===== src/rtl/crc_stream_engine.sv =====
module crc_stream_engine #(
  parameter int CRC_W = 8,
  parameter int DATA_W = 8,
  parameter logic [CRC_W-1:0] POLY = 'h2F,
  parameter logic [CRC_W-1:0] INIT = 'hFF,
  parameter bit REFIN = 1'b0,
  parameter bit REFOUT = 1'b0,
  parameter logic [CRC_W-1:0] XOROUT = 'hFF
) (
  input  logic              clk,
  input  logic              rst,
  input  logic              start,
  input  logic              valid,
  input  logic [DATA_W-1:0] data,
  output logic [CRC_W-1:0]  crc,
  output logic              match
);

  function automatic logic [CRC_W-1:0] shift_in(input logic [CRC_W-1:0] r, input logic b);
    logic fb;
    fb = r[CRC_W-1] ^ b;
    return fb ? ((r << 1) ^ POLY) : (r << 1);
  endfunction

  function automatic logic [CRC_W-1:0] absorb(input logic [CRC_W-1:0] r, input logic [DATA_W-1:0] d);
    logic [CRC_W-1:0] acc;
    acc = r;
    for (int i = 0; i < DATA_W; i++)
      acc = shift_in(acc, REFIN ? d[i] : d[DATA_W-1-i]);
    return acc;
  endfunction

  function automatic logic [CRC_W-1:0] finish(input logic [CRC_W-1:0] r);
    logic [CRC_W-1:0] o;
    for (int i = 0; i < CRC_W; i++)
      o[i] = REFOUT ? r[CRC_W-1-i] : r[i];
    return o ^ XOROUT;
  endfunction

  function automatic logic [CRC_W-1:0] residue_of();
    logic [CRC_W-1:0] r;
    logic [CRC_W-1:0] o;
    r = INIT;
    o = finish(INIT);
    for (int i = 0; i < CRC_W; i++)
      r = shift_in(r, REFIN ? o[i] : o[CRC_W-1-i]);
    return r;
  endfunction

  localparam logic [CRC_W-1:0] RESIDUE = residue_of();

  logic [CRC_W-1:0] state_q;
  logic [CRC_W-1:0] seed;
  logic [CRC_W-1:0] state_d;

  assign seed    = start ? INIT : state_q;
  assign state_d = valid ? absorb(seed, data) : seed;

  always_ff @(posedge clk) begin
    if (rst)
      state_q <= INIT;
    else if (start || valid)
      state_q <= state_d;
  end

  assign crc   = finish(state_q);
  assign match = (state_q == RESIDUE);

endmodule


===== config.mk =====
export PLATFORM = sky130hd
export DESIGN_NAME = crc_stream_engine
export DESIGN_NICKNAME = d
export VERILOG_FILES = /design/src/rtl/crc_stream_engine.sv
export SDC_FILE = /design/constraint.sdc
export NUM_CORES = 1
export LEC_CHECK = 0
export ABC_AREA = 1
export BUFFER_PORTS_ARGS = -buffer_cell sky130_fd_sc_hd__clkbuf_2
export CORE_MARGIN = 4
export CORE_UTILIZATION = 55
export CTS_BUF_LIST = sky130_fd_sc_hd__clkbuf_8 sky130_fd_sc_hd__clkbuf_16
export DETAILED_ROUTE_END_ITERATION = 12
export PLACE_DENSITY = 0.91
export SYNTH_ARGS = -nofsm -noshare
export SYNTH_HDL_FRONTEND = slang
export SYNTH_SLANG_ARGS = --single-unit

===== constraint.sdc =====
create_clock -name clk -period 3 [get_ports clk]
set_clock_uncertainty 0.1 [all_clocks]
set_input_delay 0.6 -clock clk [delete_from_list [all_inputs] [get_ports clk]]
set_output_delay 0.6 -clock clk [all_outputs]
set_load 0.1 [all_outputs]

Word level (Yosys, flattened, before mapping) --
Index checks and enable logic that the tools add are counted.
Word-level totals: output and inout port bits 9, bits in latches 0, bits of input ports 12, bits in writable memories 0, memories kept 0, register bits after elaboration 8, word-level logic and storage cells 30, memory bits (read-only) 0
Operators by class: add/sub/neg operators 0, div/mod/pow operators 0, reductions and logical operators 1, equality and inequality tests 1, $lt $le $gt $ge 0, bitwise logic cells 17, shift operators 0, muxes and demuxes 10, multiply operators 0
Operators with widths (number):
- $mux W6 | 8
- $not A5 Y5 | 8
- $mux W8 | 2
- $eq A8 B7 Y1 const B | 1
- $not A8 Y8 | 1
- $xor A1 B1 Y1 | 8
- $logic_or A1 B1 Y1 | 1

Logic depth before layout (Yosys ltp) --
word-level depth 18, depth in mapped cells 16, gate-level depth less buffers 16

Worst setup path before layout --
OpenSTA, ideal clock, no wires.
path kind flip-flop to output port, start point register state_q[2], end point output match, required time 2.300 ns, path slack -0.086 ns, arrival 2.386 ns, path buffers 0, stages on the path, launching flop included 4, cell sequence dfxtp_1 -> inv_1 -> nand4_1 -> nor2_1
On the way: cells in the longest elaborated chain, start to end 1
Ends and longest elaborated chain:
- start: declaration | RTL line 52 | logic [CRC_W-1:0] state_q;
- start signal: assignment | RTL line 63 | state_q <= state_d;
- $eq A8 B7 Y1 | RTL line 67 | assign match = (state_q == RESIDUE);
- end: declaration | RTL line 16 | output logic match
No other way between the ends.

Final worst setup path --
start point input start, end point register state_q[4]
On the way: cells in the longest elaborated chain, start to end 13, elaborated cells between the ends (all ways) 25, those cells by class mux (10); bitwise (14); reduce/logical (1)
Ends and longest elaborated chain:
- start: declaration | RTL line 12 | input logic start,
- $mux W8 | RTL line 56 | assign seed = start ? INIT : state_q;
- $xor A1 B1 Y1 / $not A5 Y5 (equally long branches)
- $mux W6 | RTL line 22 | return fb ? ((r << 1) ^ POLY) : (r << 1);
- $xor A1 B1 Y1 | RTL line 21 | fb = r[CRC_W-1] ^ b;
- $mux W6 | RTL line 22
- $not A5 Y5 (no source line)
- $mux W6 | RTL line 22
- $not A5 Y5 (no source line)
- $mux W6 | RTL line 22
- $not A5 Y5 (no source line)
- $mux W6 (2 in series) | RTL line 22
- $mux W8 | RTL line 57 | assign state_d = valid ? absorb(seed, data) : seed;
Several ways; a longest one is shown, not always the timed one. A chain may end at the register's enable or synchronous reset.

==> summary.txt <==
most frequent cells in the layout = 81 x nand2_1, 21 x nand3_1, 20 x clkbuf_2, 19 x inv_1, 12 x nand2_2
Post-DRT Antenna Nets = 0
Initial Utilization = 57.5%
WL/cell = 10.8 um
RSZ-0062 raised after global routing = no
first-pass GRT wire length = 4.39 mm
core area = 1730 um^2
layout cells sized above 1 = 24.5%
crit path capture type = register
clock buffer depth = 2
post-synthesis register bit count = 8
final number of setup-violating endpoints = 0
setup TNS = 0 ns
worst setup path start = start
Avg Inst Size Synth = 5.31 um^2
max reg flops = 8
class of the worst hold path = reg2reg
Max Slew Vio Count = 0
postcts setup bufs = 0
H-tree levels = 1
nets = 222
sw frac = 50.9%
register area share after synthesis = 16.1%
Reg-to-Reg Start = state_q[5]
hold path start = state_q[0]
synthesized cell area = 993 um^2
worst slew pin tran = 0.543 ns
worst setup margin = 0.947 ns
period utilisation layout = 68.4%
Final Hold Fails = 0
die width = 50.5 um
hold_buf cts = 0
Ys Warns = 0
Iter 0 DRT Violations = 46
WP data required = 3.00 ns
FP Rows = 15
Leakage = 0.692 nW
Peak VDD IR = 0.485 mV
Combinational Power Share = 58.0%
status = completed
hpwl dp = 2.13 mm
slew margin rel. = 64.0%
crit path max fanout = 12
maximum clock rate = 0.487 GHz
largest net degree at the start of global routing = 13
biggest registers after layout = state_q x8
input/output buffers = 20
grt ovf = 0
initial antenna violation count = 0
Hold Slack = 0.490 ns
area delta synth->final = 16.0%
WP data arrival = 2.06 ns
Place WS = 0.734 ns
Hold Path Stages = 2
CTS tree = built
final core utilization = 66.7%
clock transition at the registers of the reported paths = 0.04 ns
P_int = 298 uW
Clock Sinks = 8
Root Driver = clkbuf_8
Gate Count Post-Synth = 187
DR vias = 1197
Reg power frac = 21.2%
Die H = 50.5 um
clk_lat worst skew = 0.23 ns
share of total power in the clock network = 20.8%
# DRC = 0
RePlAce Congestion = 0.925
final wirelength = 2.52 mm
Ports = 21
Most flops, register = state_q
most common cell after layout, fill and taps aside = nand2_1
Period minus WS final = 2.05 ns
Post-CTS Resized = 0
CTS Buf Count = 3
Netlist cell types = 20
n_diodes = 0
die area = 2550 um^2
Syn Nets = 199
Startpoint Class = primary input
PD cells = 527 nW/um^2
first-pass detailed-route iteration total = 5
switching pwr = 309 uW
path depth of the worst reg2reg path = 13
GRT Total Usage = 22.2%
Setup CP Type = in2reg
max cap viols = 0
vias in the first global route = 1031
vias per inst = 5.14
## synth_stat cells
cell type	n	area [um^2]
nand2_1	81	304
buf_6	1	11.3
nand3_1	21	105
nand3_2	2	20.0
inv_2	5	18.8
o21ai_0	5	25.0
nor2_4	1	11.3
nor2_1	4	15.0
o21ai_1	2	10.0
xor2_1	2	17.5
nor2_2	6	37.5
buf_2	1	5.00
nand4_1	4	25.0
a21oi_1	9	45.0
o211ai_1	1	7.51
xnor2_1	2	17.5
nand2_4	1	11.3
nand2_2	12	75.1
inv_1	19	71.3
dfxtp_1	8	160
## power by group through the flow
| stage | clock, mW | sequential, mW | combinational, mW |
|---|---|---|---|
| after floorplan | 0 | 0.128 | 0.292 |
| after global placement | 0 | 0.130 | 0.349 |
| after detailed placement | 0 | 0.130 | 0.350 |
| after CTS | 0.130 | 0.128 | 0.351 |
| after global routing | 0.138 | 0.130 | 0.392 |
| final | 0.126 | 0.129 | 0.352 |
## metrics by stage
step	cells	power, mW	area (um^2)
2_1_floorplan	187	0.420	996
3_3_place_gp	230	0.478	1110
3_5_place_dp	230	0.480	1110
4_1_cts	233	0.609	1150
5_1_grt	233	0.660	1150
6_report	233	0.607	1150
## layout make-up
class,instances,area (um^2)
clock buffer,3,41.3
fill,176,574
inverter,24,90.1
multi-input combinational,153,729
sequential,8,160
tap,25,31.3
timing repair buffer,20,100
## cell families after synthesis
logic type / after synthesis / synth area share (%)
and+or+nand+nor: 132 / 60.8
buffers and inverters: 26 / 10.7
AOI/OAI and AO/OA: 17 / 8.82
DFF: 8 / 16.1
xor gates and xnor gates: 4 / 3.53
## worst max-delay path, cell delays in order
cell,delay [ns]
clkbuf_2,0.25
inv_2,0.10
nand2_2,0.10
nand2_1,0.07
nand2_1,0.15
nand2_1,0.09
nand2_1,0.13
nand3_1,0.13
nand2_1,0.10
nand2_1,0.06
a21oi_1,0.16
o21ai_1,0.10
## per-layer routing
metal | track usage, % | vias to the layer above | routed length, um
met5 | 0 | - | 0
met4 | 10.3 | 0 | 36
met3 | 2.37 | 3 | 225
met2 | 35.7 | 51 | 1160
met1 | 29.6 | 511 | 1100
li1 | - | 632 | -
## worst paths after layout
path                              endpoint  slack [ns]
worst max-delay path            state_q[4]        0.95
worst min-delay path            state_q[0]        0.49
worst max register to register  state_q[5]        1.25
worst min register to register  state_q[0]        0.49
Power figures use the tool's default switching activity.
